## config.mk

```make
export PLATFORM = sky130hd
export DESIGN_NAME = poly4_interp
export DESIGN_NICKNAME = d
export VERILOG_FILES = /design/src/rtl/poly4_pkg.sv /design/src/rtl/poly4_phase_seq.sv /design/src/rtl/poly4_delay_line.sv /design/src/rtl/poly4_coef_sel.sv /design/src/rtl/poly4_mac.sv /design/src/rtl/poly4_interp.sv
export SDC_FILE = /design/constraint.sdc
export NUM_CORES = 2
export LEC_CHECK = 0
export BUFFER_PORTS_ARGS = -buffer_cell sky130_fd_sc_hd__buf_2
export CAP_MARGIN = 30
export CORE_UTILIZATION = 40
export DETAILED_ROUTE_END_ITERATION = 10
export PLACE_DENSITY_LB_ADDON = 0.25
export SYNTH_ARGS = -nofsm -noshare
export SYNTH_HDL_FRONTEND = slang
export SYNTH_HIERARCHICAL = 1
export SYNTH_SLANG_ARGS = --single-unit
```

## constraint.sdc

```tcl
create_clock -name clk -period 10.3 [get_ports clk]
set_clock_uncertainty 0.15 [all_clocks]
set_input_delay 1.03 -clock clk [delete_from_list [all_inputs] [get_ports clk]]
set_output_delay 1.03 -clock clk [all_outputs]
set_load 0.01 [all_outputs]
```

## src/rtl/poly4_pkg.sv

```systemverilog
package poly4_pkg;

    // Default widths and geometry of the interpolator
    localparam int DEF_IN_W   = 18;
    localparam int DEF_COEF_W = 18;
    localparam int DEF_OUT_W  = 26;
    localparam int DEF_NTAPS  = 16;
    localparam int DEF_FACTOR = 4;

    // Default symmetric low-pass prototype, h(15) in the top slot down to h(0)
    localparam logic [DEF_NTAPS*DEF_COEF_W-1:0] DEF_COEFS = {
        -18'sd120,  -18'sd310,  18'sd0,     18'sd1450,
         18'sd4100,  18'sd8200, 18'sd12400, 18'sd15000,
         18'sd15000, 18'sd12400, 18'sd8200, 18'sd4100,
         18'sd1450,  18'sd0,    -18'sd310,  -18'sd120
    };

    // Width of a signed sum of n products of the given operand widths
    function automatic int sum_width(input int a_w, input int b_w, input int n);
        int g;
        g = 0;
        while ((1 << g) < n) g++;
        return a_w + b_w + g;
    endfunction

endpackage

```

## src/rtl/poly4_phase_seq.sv

```systemverilog
module poly4_phase_seq #(
    parameter int FACTOR = 4,
    localparam int PH_W  = (FACTOR > 1) ? $clog2(FACTOR) : 1
) (
    input  logic            clk,
    input  logic            rst,
    input  logic            clk_en,
    output logic [PH_W-1:0] phase,
    output logic            last
);

    localparam logic [PH_W-1:0] LAST_PH = PH_W'(FACTOR - 1);

    typedef struct packed {
        logic [PH_W-1:0] ph;
    } seq_t;

    seq_t st_d, st_q;

    always_comb begin
        st_d = st_q;
        if (clk_en) begin
            if (st_q.ph == LAST_PH) st_d.ph = '0;
            else                    st_d.ph = st_q.ph + 1'b1;
        end
    end

    always_ff @(posedge clk) begin
        if (rst) st_q <= '0;
        else     st_q <= st_d;
    end

    assign phase = st_q.ph;
    assign last  = (st_q.ph == LAST_PH);

endmodule

```

## src/rtl/poly4_delay_line.sv

```systemverilog
module poly4_delay_line #(
    parameter int DEPTH = 4,
    parameter int W     = 18
) (
    input  logic                     clk,
    input  logic                     rst,
    input  logic                     shift,
    input  logic [W-1:0]             din,
    output logic [DEPTH-1:0][W-1:0]  taps
);

    typedef struct packed {
        logic [DEPTH-1:0][W-1:0] s;
    } line_t;

    line_t ln_d, ln_q;

    always_comb begin
        ln_d = ln_q;
        if (shift) begin
            ln_d.s[0] = din;
            for (int i = 1; i < DEPTH; i++) begin
                ln_d.s[i] = ln_q.s[i-1];
            end
        end
    end

    always_ff @(posedge clk) begin
        if (rst) ln_q <= '0;
        else     ln_q <= ln_d;
    end

    assign taps = ln_q.s;

endmodule

```

## src/rtl/poly4_coef_sel.sv

```systemverilog
module poly4_coef_sel #(
    parameter int FACTOR = 4,
    parameter int BRANCH = 4,
    parameter int COEF_W = 18,
    parameter logic [FACTOR*BRANCH*COEF_W-1:0] COEFS = '0,
    localparam int PH_W  = (FACTOR > 1) ? $clog2(FACTOR) : 1
) (
    input  logic [PH_W-1:0]                 phase,
    output logic [BRANCH-1:0][COEF_W-1:0]   coefs
);

    // Lane i of phase p uses prototype tap p + FACTOR*i
    for (genvar i = 0; i < BRANCH; i++) begin : g_lane
        logic [FACTOR-1:0][COEF_W-1:0] lane_tab;
        for (genvar p = 0; p < FACTOR; p++) begin : g_ph
            assign lane_tab[p] = COEFS[(p + FACTOR*i)*COEF_W +: COEF_W];
        end
        assign coefs[i] = lane_tab[phase];
    end

endmodule

```

## src/rtl/poly4_mac.sv

```systemverilog
module poly4_mac #(
    parameter int LANES  = 4,
    parameter int IN_W   = 18,
    parameter int COEF_W = 18,
    parameter int OUT_W  = 26,
    localparam int PROD_W = IN_W + COEF_W,
    localparam int ACC_W  = poly4_pkg::sum_width(IN_W, COEF_W, LANES),
    localparam int SHIFT  = ACC_W - OUT_W
) (
    input  logic                          clk,
    input  logic                          rst,
    input  logic                          clk_en,
    input  logic [LANES-1:0][IN_W-1:0]    samples,
    input  logic [LANES-1:0][COEF_W-1:0]  coefs,
    output logic [OUT_W-1:0]              result
);

    typedef struct packed {
        logic [OUT_W-1:0] res;
    } mac_t;

    mac_t mc_d, mc_q;

    logic signed [LANES-1:0][PROD_W-1:0] prod;
    logic signed [ACC_W-1:0]             acc;

    for (genvar i = 0; i < LANES; i++) begin : g_mul
        assign prod[i] = $signed(samples[i]) * $signed(coefs[i]);
    end

    always_comb begin
        acc = '0;
        for (int i = 0; i < LANES; i++) begin
            acc = acc + {{(ACC_W-PROD_W){prod[i][PROD_W-1]}}, prod[i]};
        end
    end

    always_comb begin
        mc_d = mc_q;
        if (clk_en) mc_d.res = acc[SHIFT +: OUT_W];
    end

    always_ff @(posedge clk) begin
        if (rst) mc_q <= '0;
        else     mc_q <= mc_d;
    end

    assign result = mc_q.res;

endmodule

```

## src/rtl/poly4_interp.sv

```systemverilog
module poly4_interp #(
    parameter int IN_W   = poly4_pkg::DEF_IN_W,
    parameter int COEF_W = poly4_pkg::DEF_COEF_W,
    parameter int OUT_W  = poly4_pkg::DEF_OUT_W,
    parameter int NTAPS  = poly4_pkg::DEF_NTAPS,
    parameter int FACTOR = poly4_pkg::DEF_FACTOR,
    parameter logic [NTAPS*COEF_W-1:0] COEFS = poly4_pkg::DEF_COEFS
) (
    input  logic             clk,
    input  logic             rst,
    input  logic             clk_en,
    input  logic [IN_W-1:0]  din,
    output logic             ready,
    output logic [OUT_W-1:0] dout
);

    localparam int BRANCH = NTAPS / FACTOR;
    localparam int PH_W   = (FACTOR > 1) ? $clog2(FACTOR) : 1;

    logic [PH_W-1:0]                phase_w;
    logic                           last_w;
    logic                           capture_w;
    logic [BRANCH-1:0][IN_W-1:0]    taps_w;
    logic [BRANCH-1:0][COEF_W-1:0]  coefs_w;

    poly4_phase_seq #(.FACTOR(FACTOR)) seq_i (
        .clk    (clk),
        .rst    (rst),
        .clk_en (clk_en),
        .phase  (phase_w),
        .last   (last_w)
    );

    assign capture_w = last_w & clk_en;

    poly4_delay_line #(.DEPTH(BRANCH), .W(IN_W)) line_i (
        .clk   (clk),
        .rst   (rst),
        .shift (capture_w),
        .din   (din),
        .taps  (taps_w)
    );

    poly4_coef_sel #(
        .FACTOR (FACTOR),
        .BRANCH (BRANCH),
        .COEF_W (COEF_W),
        .COEFS  (COEFS)
    ) csel_i (
        .phase (phase_w),
        .coefs (coefs_w)
    );

    poly4_mac #(
        .LANES  (BRANCH),
        .IN_W   (IN_W),
        .COEF_W (COEF_W),
        .OUT_W  (OUT_W)
    ) mac_i (
        .clk     (clk),
        .rst     (rst),
        .clk_en  (clk_en),
        .samples (taps_w),
        .coefs   (coefs_w),
        .result  (dout)
    );

    assign ready = last_w;

endmodule

```

Yosys cells after proc, flatten, opt, wreduce, memory -nomap -nowiden
Cells that the tools add are included.
Widths: inputs -> output; s select.
{"block": "classes", "addsub": 4, "mul": 4, "n_div": 0, "n_lt_le_gt_ge": 1, "n_eq_ne": 1, "shift": 0, "mux": 9, "n_bitwise": 1, "reduce_logical": 0}
{"cell": "$bmux 18 s2", "count": 4}
{"cell": "$mul 18x18->36", "count": 4}
{"cell": "$add 38x38->38", "count": 2}
{"cell": "$mux 18", "count": 4}
{"cell": "$add 36x36->37", "count": 1}
{"cell": "$lt 2x3->1 const B", "count": 1}
{"cell": "$add 2x1->2 const B", "count": 1}
{"cell": "$eq 2x2->1 const B", "count": 1}
{"cell": "$mux 2", "count": 1}
{"cell": "$and 1x1->1", "count": 1}
{"block": "word_totals", "ff_bits": 100, "latchBits": 0, "mem_bits_rw": 0, "romBits": 0, "in_bits": 21, "output_inout_bits": 27, "memories": 0}

Depth between registers and ports, before layout
{"block": "depth", "word_depth": 6, "ltp_mapped": 43, "mapped_depth_nobuf": 42}

Cells and area by module
The synthesis kept the hierarchy.
{"module": "poly4_mac", "n_inst": 1, "cells_each": 5489, "area_per_inst_um2": 50950.1}
{"module": "poly4_delay_line", "n_inst": 1, "cells_each": 232, "area_per_inst_um2": 2580.0}
{"module": "poly4_coef_sel", "n_inst": 1, "cells_each": 78, "area_per_inst_um2": 594.3}
{"module": "poly4_phase_seq", "n_inst": 1, "cells_each": 8, "area_per_inst_um2": 86.3}
{"module": "poly4_interp", "n_inst": 1, "cells_each": 1, "area_per_inst_um2": 6.3}

Worst setup path before layout
Ideal clock, no wire load.
{"block": "synth_path", "kind": "register -> register", "startpoint": "register seq_i.st_q, in the netlist seq_i/phase[1]", "endpoint": "register mac_i.mc_q, in the netlist mac_i/result[24]", "setup_ps": 120, "arrival_time_ps": 10260, "required_ps": 10030, "setup_slack_ps": -230, "path_stages_with_launch": 41, "path_buffers": 2, "synth_period_minus_slack_ps": 10530, "path_cell_list": "dfxtp_1 -> inv_1 -> ha_1 -> inv_1 -> clkbuf_1 -> clkbuf_1 -> nand2_1 -> fa_1 -> fa_1 -> fa_1 -> inv_1 -> fa_1 -> fa_1 -> inv_1 -> fa_1 -> fa_1 -> fa_1 -> inv_1 -> [... 5 more ...] -> nor4_1 -> o31ai_2 -> a21oi_2 -> nor2b_1 -> nor2_1 -> xnor2_1 -> fa_1 -> ha_1 -> a21o_1 -> a21oi_1 -> nor2b_1 -> o21ai_0 -> nand2b_1 -> a211oi_1 -> o41ai_4 -> a211oi_2 -> nor4b_1 -> a211o_1"}
{"item": "from (decl)", "line": "poly4_phase_seq.sv:18", "text": "seq_t st_d, st_q;"}
{"item": "from (signal assigned)", "line": "poly4_phase_seq.sv:30", "text": "else st_q <= st_d;"}
{"item": "to (signal assigned)", "line": "poly4_mac.sv:45", "text": "else mc_q <= mc_d;"}
{"item": "to (decl)", "line": "poly4_mac.sv:22", "text": "mac_t mc_d, mc_q;"}

==> qor.yml <==
status: "finished clean"
viasPerCell: 4.80
ctsRootBufferMaster: "clkbuf_16"
drive_gt1_frac: 0.0778
avgSynthCellArea_um2: 9.33
fp.dieH_um: 370
wirelength_mm: 136
cp_data_required_time_ps: 10450
overflow: 0
slowest_stage: "fa_1"
synth_area_um2: 54200
synth_seq_cells: 100
hold_viol: 0
whs_ps: 325
rsz0062_at_grt: "true"
place_congestion: 0.868
hold_path_class: "reg2reg"
ctsLongestPathBuffers: 2
drtIter0Drc: 1672
cp_max_fo: 11
synth_area_leaders: "fa_1, inv_1, ha_1"
antenna_found_initial: 7
cap_violations: 0
core_um2: 134000
postSynthCellCount: 5808
powerDensity_nw_per_um2: 63.5
dp.final_hpwl_mm: 116
cts-htree-levels: 3
drtAntennaViolNets: 0
grt_pass1_wl_mm: 222
start_kind: "flop"
power_leakage_nw: 28.7
ys_top_cells_by_count: "inv_1, fa_1, nand2_1"
grt_util_all_layers: 0.207
final_nets: 7734
cts_sinks: 100
yosysMostFrequentCell: "inv_1"
synth-main-ff-cell: "dfxtp_1"
diodes: 0
cpPeakStageDelay_ps: 610
yosysTopAreaCell: "fa_1"
fill_cells: 13100
post-route-min-period_ps: 10030
yosys.cell_types.count: 73
clk_pin_slew_worst_paths_ps: 100
grt_max_degree: 118
via_count: 36900
synthToLayoutAreaGrowth_pct: 8.34
die_x_um: 370
cts_buffers: 9
dr.pass1.iters: 7
p_total_mw: 3.73
slew_headroom: 0.338
critPathKind: "reg2reg"
synth_edf_count: 0
worst_slew_pin_slew_ps: 991
post-route-period-util: 0.974
setup_viol: 0
ys_seq_area_frac: 0.0369
grt_pass1_vias: 40800
synthArstFlopShare: 0
num_rows: 134
io-pin-count: 48
drc_errors: 0
cp-end-kind: "flop"
fmax_mhz: 99.7
yosysWarnings: 6
ir_worst_vdd_mv: 0.141
worstPathArrival_ps: 10180
synth_top_area_frac: 0.525
cts_tree: "built"
routedWlPerCell_um: 17.7
crit_top_cell: "fa_1"
die-area_um2: 137000
start_util: 0.405
clk_latency_ps: 410
portBuffers: 47
maxSlewViolCount: 0
[path summary, 6_finish.rpt]
check / endpoint / slack (ps) / cells past startpoint / startpoint
worst min-delay path: mac_i/result[19]$_SDFFE_PP0P_ / 330 / 2 / mac_i/result[19]$_SDFFE_PP0P_
worst min register to register: mac_i/result[19]$_SDFFE_PP0P_ / 330 / 2 / mac_i/result[19]$_SDFFE_PP0P_
worst max register to register: mac_i/result[24]$_SDFFE_PP0P_ / 270 / 40 / seq_i/phase[1]$_SDFFE_PP0P_
worst max-delay path: mac_i/result[24]$_SDFFE_PP0P_ / 270 / 40 / seq_i/phase[1]$_SDFFE_PP0P_
[registers in the layout (all words and copies together), names as in the netlist]
register and count:
line_i/taps 72, mac_i/result 26, seq_i/phase 2
[layout by cell type, fill, tap and decap left out, types with 22 or more instances in the layout]
| cell type | n |
|---|---|
| and2_1 | 555 |
| mux2i_1 | 89 |
| nor2_1 | 155 |
| nand2_1 | 717 |
| fa_1 | 1418 |
| nand2b_1 | 65 |
| o21ai_0 | 25 |
| xor2_1 | 52 |
| ha_1 | 367 |
| dfxtp_1 | 98 |
| buf_2 | 46 |
| o21ai_1 | 23 |
| inv_1 | 1479 |
| xnor2_1 | 100 |
| buf_4 | 272 |
| a21oi_1 | 78 |
| conb_1 | 22 |
| a21o_1 | 54 |
[critical path, delay by kind of cell (launching register included)]
kind	cells	cell delay [ps]
compound gates	12	2310
xor+xnor	1	170
buf+inv	9	990
flops	1	390
fa+ha+maj	12	5410
simple gates	6	490
[stage by stage]
stage               utilization  instance area [um2]  setup TNS [ps]  setup WS (ps)  std cells
floorplan                     -                54300               0           15.4       5829
global placement          0.430                57600            -292           -161       7637
detailed placement        0.430                57600            -136          -91.6       7637
CTS                       0.432                57900               0           19.8       7654
global route              0.438                58700            -293           -118       7683
finish                    0.438                58700               0            269       7683
[layout make-up]
cell class / count / area, um2 / area share
Multi-Input combinational cell: 3964 / 45800 / 0.780
Clock inverter: 6 / 47.5 / 0.000809
Timing Repair Buffer: 348 / 2820 / 0.0481
Clock buffer: 10 / 239 / 0.00407
Inverter: 1487 / 5600 / 0.0953
Sequential cell: 100 / 2010 / 0.0342
Tap cell: 1768 / 2210 / 0.0377
[power breakdown]
part	total, mW	internal (mW)	leakage [nW]	switching [mW]
logic	2.91	1.32	27.7	1.59
registers	0.440	0.419	0.811	0.0208
clock network	0.378	0.174	0.145	0.204
[per-layer routing]
metal,vias up,routed length [um],global-route usage
met5,-,0,0
met4,0,3640,0.0504
met3,161,5970,0.0263
met2,663,65400,0.344
met1,19200,61200,0.285
li1,16900,-,-
[repair_timing]
item                                   in CTS  in global routing
hold buffers                                0                  0
gates resized for setup                     3                104
gates cloned                                0                  6
setup endpoints to repair                   5                 15
setup buffers                               1                 23
pin swaps                                   1                 61
endpoints found under the hold margin       0                  0
[logic make-up (layout without fill, tap and decap cells)]
| family | after synthesis | in the layout | synth area share |
|---|---|---|---|
| AOI/OAI and AO/OA | 297 | 297 | 0.0372 |
| xor gates and xnor gates | 152 | 152 | 0.0246 |
| adders and majority gates | 1803 | 1803 | 0.613 |
| buffers and inverters | 1765 | 1851 | 0.128 |
| DFF | 100 | 100 | 0.0369 |
| muxes | 89 | 89 | 0.0164 |
| other | 1 | 22 | 0.0000692 |
| and+or+nand+nor | 1601 | 1601 | 0.144 |
No activity file was read; power rests on OpenSTA's default activity.
